===== src/rtl/irq_cmd_decoder.sv =====
module irq_cmd_decoder #(
  parameter int DW = 8
) (
  input  logic                      clk,
  input  logic                      rst_n,
  input  logic                      wr_en,
  input  logic                      rd_en,
  input  logic                      addr,
  input  logic [DW-1:0]             wdata,
  output logic [DW-1:0]             rdata,
  input  logic [DW-1:0]             req_bits,
  input  logic [DW-1:0]             svc_bits,
  input  logic                      svc_top_vld,
  input  logic [$clog2(DW)-1:0]     svc_top_line,
  input  logic                      win_vld,
  input  logic [$clog2(DW)-1:0]     win_line,
  output logic                      init_clr,
  output logic                      clr_stb,
  output logic [$clog2(DW)-1:0]     clr_line,
  output logic                      ack_stb,
  output logic [$clog2(DW)-1:0]     ack_line,
  output logic [DW-1:0]             irq_mask,
  output logic [DW-$clog2(DW)-1:0]  vec_base,
  output logic [$clog2(DW)-1:0]     prio_ofs,
  output logic                      spec_mask,
  output logic                      auto_eoi,
  output logic                      rot_auto_eoi,
  output logic                      nested_mode,
  output logic [1:0]                init_step,
  output logic                      mode_err
);
  localparam int LW = $clog2(DW);
  localparam logic [LW-1:0] ONE = LW'(1);

  logic four_q, single_q, poll_q, rsel_q;

  wire wr0     = wr_en & ~addr;
  wire wr1     = wr_en & addr;
  wire opener  = wr0 & wdata[4];
  wire ctl_wr  = wr0 & ~wdata[4] & wdata[3];
  wire cmd_wr  = wr0 & ~wdata[4] & ~wdata[3];
  wire [2:0] cmd = wdata[7:5];
  wire poll_rd = rd_en & poll_q;

  always_comb begin
    rdata = '0;
    if (rd_en) begin
      if (poll_q)
        rdata = win_vld ? {1'b1, {(DW-1-LW){1'b0}}, win_line} : '0;
      else if (addr)
        rdata = irq_mask;
      else
        rdata = rsel_q ? svc_bits : req_bits;
    end
  end

  always_ff @(posedge clk) begin
    if (!rst_n) begin
      init_clr     <= 1'b0;
      clr_stb      <= 1'b0;
      clr_line     <= '0;
      ack_stb      <= 1'b0;
      ack_line     <= '0;
      irq_mask     <= '0;
      vec_base     <= '0;
      prio_ofs     <= '0;
      spec_mask    <= 1'b0;
      auto_eoi     <= 1'b0;
      rot_auto_eoi <= 1'b0;
      nested_mode  <= 1'b0;
      init_step    <= 2'd0;
      mode_err     <= 1'b0;
      four_q       <= 1'b0;
      single_q     <= 1'b0;
      poll_q       <= 1'b0;
      rsel_q       <= 1'b0;
    end else begin
      init_clr <= 1'b0;
      clr_stb  <= 1'b0;
      ack_stb  <= 1'b0;

      if (poll_rd) begin
        poll_q <= 1'b0;
        if (win_vld) begin
          ack_stb  <= 1'b1;
          ack_line <= win_line;
          if (auto_eoi && rot_auto_eoi) prio_ofs <= win_line + ONE;
        end
      end

      if (opener) begin
        init_clr     <= 1'b1;
        init_step    <= 2'd1;
        four_q       <= wdata[0];
        single_q     <= wdata[1];
        mode_err     <= mode_err | wdata[3];
        irq_mask     <= '0;
        vec_base     <= '0;
        prio_ofs     <= '0;
        rsel_q       <= 1'b0;
        poll_q       <= 1'b0;
        spec_mask    <= 1'b0;
        rot_auto_eoi <= 1'b0;
        auto_eoi     <= 1'b0;
        nested_mode  <= 1'b0;
      end else if (ctl_wr) begin
        if (wdata[2]) poll_q    <= 1'b1;
        if (wdata[1]) rsel_q    <= wdata[0];
        if (wdata[6]) spec_mask <= wdata[5];
      end else if (cmd_wr) begin
        case (cmd)
          3'd0, 3'd4: rot_auto_eoi <= cmd[2];
          3'd1, 3'd5: if (svc_top_vld) begin
            clr_stb  <= 1'b1;
            clr_line <= svc_top_line;
            if (cmd[2]) prio_ofs <= svc_top_line + ONE;
          end
          3'd3: begin
            clr_stb  <= 1'b1;
            clr_line <= wdata[LW-1:0];
          end
          3'd6: prio_ofs <= wdata[LW-1:0] + ONE;
          3'd7: begin
            clr_stb  <= 1'b1;
            clr_line <= wdata[LW-1:0];
            prio_ofs <= wdata[LW-1:0] + ONE;
          end
          default: ;
        endcase
      end

      if (wr1) begin
        case (init_step)
          2'd0: irq_mask <= wdata;
          2'd1: begin
            vec_base  <= wdata[DW-1:LW];
            init_step <= !single_q ? 2'd2 : (four_q ? 2'd3 : 2'd0);
          end
          2'd2: init_step <= four_q ? 2'd3 : 2'd0;
          default: begin
            nested_mode <= wdata[4];
            auto_eoi    <= wdata[1];
            init_step   <= 2'd0;
          end
        endcase
      end
    end
  end
endmodule



===== config.mk =====
export PLATFORM = sky130hd
export DESIGN_NAME = irq_cmd_decoder
export DESIGN_NICKNAME = d
export VERILOG_FILES = /design/src/rtl/irq_cmd_decoder.sv
export SDC_FILE = /design/constraint.sdc
export NUM_CORES = 1
export LEC_CHECK = 0
export BUFFER_PORTS_ARGS = -buffer_cell sky130_fd_sc_hd__buf_2
export CAP_MARGIN = 20
export CORE_MARGIN = 8
export CORE_UTILIZATION = 35
export DETAILED_ROUTE_END_ITERATION = 8
export GPL_ROUTABILITY_DRIVEN = 0
export GPL_TIMING_DRIVEN = 0
export HOLD_SLACK_MARGIN = 0.15
export PLACE_DENSITY_LB_ADDON = 0.2
export REMOVE_ABC_BUFFERS = 1
export SETUP_SLACK_MARGIN = 0.4
export SLEW_MARGIN = 20
export SYNTH_ARGS = -nofsm -noshare
export SYNTH_HDL_FRONTEND = slang
export SYNTH_SLANG_ARGS = --single-unit

===== constraint.sdc =====
create_clock -name clk -period 2.75 [get_ports clk]
set_clock_uncertainty 0.1 [all_clocks]
set_input_delay 0.275 -clock clk [delete_from_list [all_inputs] [get_ports clk]]
set_output_delay 0.275 -clock clk [all_outputs]
set_load 0.02 [all_outputs]

### Yosys cells after proc, flatten, opt, wreduce, memory -nomap -nowiden

Cells that the tools add are included.

* word-level logic and storage cells: 101
* bits in registers: 36
* input port bits: 37

* add/sub/neg operators: 3
* reduce and logical (&&, ||, !) cells: 17
* bitwise gates (word level): 15
* equal/unequal tests: 9
* multiplexer cells: 39

Operators by type and width (count)
* $mux W8: 8
* $mux W3: 8
* $mux W5: 3
* $eq A3 B3 Y1 const B: 4
* $mux W1: 12
* $pmux W3 S2: 2
* $reduce_or A2 Y1: 5
* $add A3 B1 Y3 const B: 3
* $mux W2: 4
* $reduce_and A2 Y1: 4
* $and A1 B1 Y1: 7
* $not A1 Y1: 7
* $pmux W2 S3: 1
* $reduce_and A5 Y1: 1
* $reduce_or A4 Y1: 1
* $eq A3 B1 Y1 const B: 1
* $eq A3 B2 Y1 const B: 1
* $logic_not A3 Y1: 1
* $reduce_and A3 Y1: 1
* $reduce_or A3 Y1: 1
* $eq A2 B1 Y1 const B: 1
* $eq A2 B2 Y1 const B: 1
* $logic_not A2 Y1: 1
* $ne A2 B2 Y1 const B: 1
* other kinds (4): 4

### Logic depth before layout (Yosys ltp)

Gate-level depths: netlist of run 1.

* depth after elaboration: 9
* mapped depth: 6

### Worst setup path after synthesis of run 1

Ideal clock, no wire load.

* path type: input port to output port
* start: in addr
* end: out rdata[0]
* cell stages on the path: 4
* data required time: 2.375 ns
* arrival: 1.291 ns
* buffers on the path: 2
* setup slack: 1.084 ns
* cell sequence: buf_2 buf_1 a21oi_1 o21ai_0

* longest elaborated chain between the ends: 3

RTL lines
* start: declaration: RTL line 8 `input logic addr,`
* $mux W8: RTL line 50 `else if (addr)`
* $mux W8: RTL line 48 `if (poll_q)`
* $mux W8: RTL line 47 `if (rd_en) begin`
* end: declaration: RTL line 10 `output logic [DW-1:0] rdata,`

Every way passes these cells.

### Worst setup path after layout of run 1

* start: reg rsel_q
* end: out rdata[1]

* longest elaborated chain between the ends: 4

RTL lines
* start: declaration: RTL line 35 `logic four_q, single_q, poll_q, rsel_q;`
* start signal: assignment: RTL line 108 `if (wdata[1]) rsel_q <= wdata[0];`
* $mux W8: RTL line 53 `rdata = rsel_q ? svc_bits : req_bits;`
* $mux W8: RTL line 50
* $mux W8: RTL line 48
* $mux W8: RTL line 47

Every way passes these cells.

==> impl_metrics.toml, run 1 <==
[synthesis]
synthFlopType = "dfxtp_1"
ys_ff_latch = 36
seq_area_frac_synth = 0.377
synth_edf_count = 0
synth_area_leaders = "dfxtp_1, a22oi_1, nor2b_1, a21oi_1, mux2i_1"
post-synth-top-count-cell = "dfxtp_1"
synth_common_cells = "dfxtp_1, nand2_1, a21oi_1, nor2b_1, nor2_1"
syn_avg_cell_area_sq_um = 8.34
synthArstFlopShare = 0
synth_cell_types = 47
yosysWarnings = 0
yosysTopAreaCellShare = 0.377
synthCells = 229
syn-cell-area_sq_um = 1910
synth_top_area_cell = "dfxtp_1"

[setup_path]
cp.arrival_ps = 1640
r2r_start = "init_step[1]"
worstReg2RegEnd = "vec_base[2]"
path_class = "reg2out"
cp_max_fo = 9
start_kind = "flip-flop"
r2r_cells = 4
worstPathRequired_ps = 2380
end_kind = "output port"
r2r_slack_ps = 1190

[cts]
cts_root_buffer = "clkbuf_8"
cts_htree_levels = 2
holdBufCountCts = 0
clock-sinks = 36
cts-buffers-inserted = 5
worst_skew_pair.late_latency_ps = 290
post_cts_buffers = 0
cts-resized-gates = 0
clock_path_buffers = 2
cts_tree = "built"
clk_pin_slew_worst_paths_ps = 70

[final_layout]
final_core_util = 0.451
nNetsFinal = 338
diodes = 0
drive_gt1_frac = 0.301
area_growth_pct = 26.9
nFillCells = 538

[routing]
drt_wl_total_mm = 5.60
drt-initial-drc-count = 108
drtPass1Iterations = 4
wl_per_cell_um = 15.1
drc = 0
antenna_left = 0
viasPerCell = 5.01
via_count = 1860

[timing]
rsz0062_at_grt = "no"
worst_slew_pin_slew_ps = 513
fin_crit_sh = 0.732
finalSetupViolations = 0
finalSetupTns_ps = 0
layout_setup_ws_ps = 737
min_period_ps = 2010
fmax_mhz = 497
relSlewSlack = 0.658
hold_viol = 0
drv_slew = 0

[power]
power.total_mw = 1.19
leakagePower_nw = 1.07
p_per_area_nw_per_um2 = 490
ir_drop_mv = 0.176

[floorplan]
die-area_sq_um = 8070
rows = 27
ioPinCount = 77
die_w_um = 89.9
core_sq_um = 5370
die_h_um = 89.9
start_util = 0.355

[global_routing]
top_usage_layer = "met2"
grt_pass1_vias = 1786
gr-total-overflow = 0
antenna_found_initial = 0
grt_usage = 0.140
grtUsageMet1 = 0.189
grt_util_met3 = 0.0557
grt_max_degree = 31
grt_use_met2 = 0.193
grt_first_pass_wirelength_mm = 9.38

[min_path]
min_from = "win_line[1]"
min_to = "ack_line[1]"
hold_depth = 3
hp-class = "in2reg"

[run]
drv_cap = 0

[placed_design]
hpwl_mm = 4.08
port_buffers = 76
preCtsSetupSlack_ps = 939

[status]
outcome = "finished, final reports clean"
[flip-flops by register name, indices dropped and copies added (netlist names)]
signal / count
ack_line: 3
ack_stb: 1
auto_eoi: 1
clr_line: 3
clr_stb: 1
four_q: 1
init_clr: 1
init_step: 2
irq_mask: 8
mode_err: 1
nested_mode: 1
poll_q: 1
prio_ofs: 3
rot_auto_eoi: 1
rsel_q: 1
single_q: 1
spec_mask: 1
vec_base: 5
[layout by cell type, fill, tap and decap left out, types with 2 or more instances in the layout]
cell | netlist | routed
a22oi_1 | 15 | 15
and2_1 | 6 | 6
nand2_1 | 24 | 24
ha_1 | 3 | 3
clkbuf_8 | 0 | 5
o21ai_0 | 10 | 10
a221oi_1 | 2 | 2
inv_1 | 3 | 3
buf_2 | 6 | 77
a21boi_0 | 5 | 5
nor2_1 | 17 | 17
a21oi_1 | 18 | 18
xor2_1 | 3 | 3
nand3_1 | 11 | 11
nor3_1 | 3 | 3
o21bai_1 | 2 | 2
dfxtp_1 | 36 | 36
nor2b_1 | 18 | 18
a21o_1 | 2 | 2
nand3b_1 | 2 | 2
mux2i_1 | 9 | 9
o211a_1 | 3 | 3
[kinds of logic (layout without fill, tap and decap cells)]
family / after synthesis / in the layout / synth area share
muxes: 9 / 9 / 0.0472
xor gates and xnor gates: 4 / 4 / 0.0184
buffers and inverters: 18 / 88 / 0.0452
and+or+nand+nor: 94 / 94 / 0.267
adders and majority gates: 3 / 3 / 0.0197
DFF: 36 / 36 / 0.377
AOI/OAI and AO/OA: 65 / 65 / 0.225
[where the power goes]
part           leakage, nW  total [mW]  switching, mW  internal, mW
combinational        0.727       0.182          0.110        0.0720
clock               0.0552       0.462          0.193         0.269
sequential           0.292       0.544         0.0107         0.533
total                 1.07        1.19          0.313         0.874
[metrics by stage]
stage          hold slack [ps]  cells  area [sq um]
2_1_floorplan              297    214          1830
3_3_place_gp               344    362          2300
3_5_place_dp               349    363          2320
4_1_cts                    164    371          2420
5_1_grt                    187    371          2420
6_report                   165    371          2420
[critical path, stage by stage (launching register included)]
cell	delay [ps]
dfxtp_1	640
mux2i_1	240
nor2_1	50
a21oi_1	150
o21ai_0	90
buf_2	170
[worst max path at each step]
stage / start / to / slack [ps] / cells past startpoint
global route: rsel_q / rdata[0] / 570 / 5
detailed placement: addr / irq_mask[3] / 940 / 5
CTS: rsel_q / rdata[1] / 700 / 5
global placement: addr / irq_mask[7] / 40 / 5
floorplan: init_step[1] / irq_mask[0] / 830 / 4
finish: rsel_q / rdata[1] / 740 / 5
[per-layer routing]
layer	wire length (um)	vias to the layer above	part of all wire
met5	0	-	0
met2	2260	73	0.40
met1	2760	827	0.49
met4	85	0	0.015
met3	484	6	0.086
li1	-	954	-
[area by class of cell]
class	count	area, sq um	area share
multi-input cells	175	1110	0.457
inverters	3	11.3	0.00465
repair buffers	77	385	0.159
well taps	72	90.1	0.0372
clock inverters	2	35.0	0.0145
clock buffers	6	72.6	0.0299
flip-flops and latches	36	721	0.297
No activity file was read; power rests on OpenSTA's default activity.
==> run 2: changes to the inputs <==
clock period = 1.9 ns   (was 2.75 ns; I/O delays follow)
==> impl_metrics.toml, run 2 (synthesis gave the netlist of run 1 again) <==
[status]
outcome = "finished, final reports clean"

[timing]
worst_slew_pin_slew_ps = 447
fin_crit_sh = 0.892
fmax_mhz = 590
min_period_ps = 1690
whs_ps = 151
finalSetupViolations = 0
finalSetupTns_ps = 0
drv_slew = 0
hold_viol = 0
rsz0062_at_grt = "yes"
relSlewSlack = 0.702

[floorplan]
core_sq_um = 5370
ioPinCount = 77
start_util = 0.355
die_w_um = 89.9
rows = 27
die_h_um = 89.9
die-area_sq_um = 8070

[power]
p_int_mw = 1.28
ir_drop_mv = 0.254
p_switching_uw = 459
power_frac_comb = 0.164
p_clk_frac = 0.385
p_seq_frac = 0.452
swShare = 0.264
p_per_area_nw_per_um2 = 674
leakagePower_nw = 1.13

[global_routing]
grt_first_pass_wirelength_mm = 9.58
antenna_found_initial = 0
grt_max_degree = 31
grt_pass1_vias = 1826
gr-total-overflow = 0
grt_usage = 0.142

[final_layout]
largest_register = "irq_mask"
nNetsFinal = 349
diodes = 0
largest_reg_flops = 8
fin_area_sq_um = 2580
area_growth_pct = 35.1
drive_gt1_frac = 0.329
largest_registers = "irq_mask (8), vec_base (5)"
final_common_cell = "buf_2"
final_cell_mix = "buf_2, dfxtp_1, nand2_1"

[placed_design]
place_area_sq_um = 2320
port_buffers = 76
hpwl_mm = 4.08

[setup_path]
end_kind = "output port"
path_class = "reg2out"
cp.arrival_ps = 1400
worstPathRequired_ps = 1610
cp_max_fo = 5
start_kind = "flip-flop"

[cts]
worst_skew_pair.late_latency_ps = 290
cts-buffers-inserted = 5
cts_htree_levels = 2
cts_tree = "built"
clock-sinks = 36
cts_root_buffer = "clkbuf_8"
clk_pin_slew_worst_paths_ps = 70
clock_path_buffers = 2

[min_path]
hp-class = "in2reg"

[routing]
wl_per_cell_um = 15.2
antenna_left = 0
drc = 0
drt_wl_total_mm = 5.80
viasPerCell = 4.95
drtPass1Iterations = 4
drt-initial-drc-count = 92
via_count = 1889

[run]
drv_cap = 0
## run 2: changes by cell type in the layout (fill, tap and decap cells not counted), moves of 2 or more
cell           before  now
buf_2              77   73
buf_4               0    4
dfxtp_1            36   33
dfxtp_2             0    2
dlygate4sd3_1       0    8
## run 2: layout make-up
class	instances	area, sq um
clock buffer	6	72.6
clock inverter	2	35.0
fill	525	2790
inverter	3	11.3
multi-input combinational	175	1130
sequential	36	727
tap	72	90.1
timing repair buffer	88	514
## run 2: what timing repair did
item                       4_1_cts  5_1_grt
gates resized for setup          3       15
hold buffers                     8        0
buffers inserted                 0        3
hold endpoints to repair         7        0
setup endpoints to repair       19       23
pin swaps                        0        2
## run 2: per-layer routing
metal	GRT usage	part of all wire	up-vias
met1	0.193	0.49	837
met4	0.0513	0.015	0
li1	-	-	979
met3	0.0557	0.086	6
met2	0.197	0.41	67
met5	0	0	-
## run 2: path summary, 6_finish.rpt
path         slack [ps]  cells past startpoint     endpoint    startpoint
min reg2reg         360                      2    spec_mask     spec_mask
min                 150                      4       rsel_q      wdata[1]
max                 210                      6     rdata[1]        rsel_q
max reg2reg         440                      4  irq_mask[2]  init_step[1]
## run 2: metrics by stage
step           power (mW)  instances   util  setup WS [ps]
2_1_floorplan       0.939        214      -          -17.8
3_3_place_gp         1.06        362  0.429           -728
3_5_place_dp         1.07        363  0.431            174
4_1_cts              1.76        379  0.467            193
5_1_grt              1.84        382  0.480            107
6_report             1.74        382  0.480            206
## run 2: critical path: stages, from the launching register on
cell and delay, ps:
dfxtp_4 370, buf_12 120, mux2i_1 170, nor2_1 50, a21oi_1 140, o21ai_0 90
buf_2 170
## run 2: power groups by stage
| stage | Clock (mW) | Combinational [mW] | Sequential [mW] |
|---|---|---|---|
| CTS | 0.691 | 0.278 | 0.785 |
| detailed placement | 0 | 0.264 | 0.804 |
| floorplan | 0 | 0.118 | 0.820 |
| global placement | 0 | 0.260 | 0.803 |
| finish | 0.669 | 0.284 | 0.785 |
| global route | 0.735 | 0.314 | 0.789 |
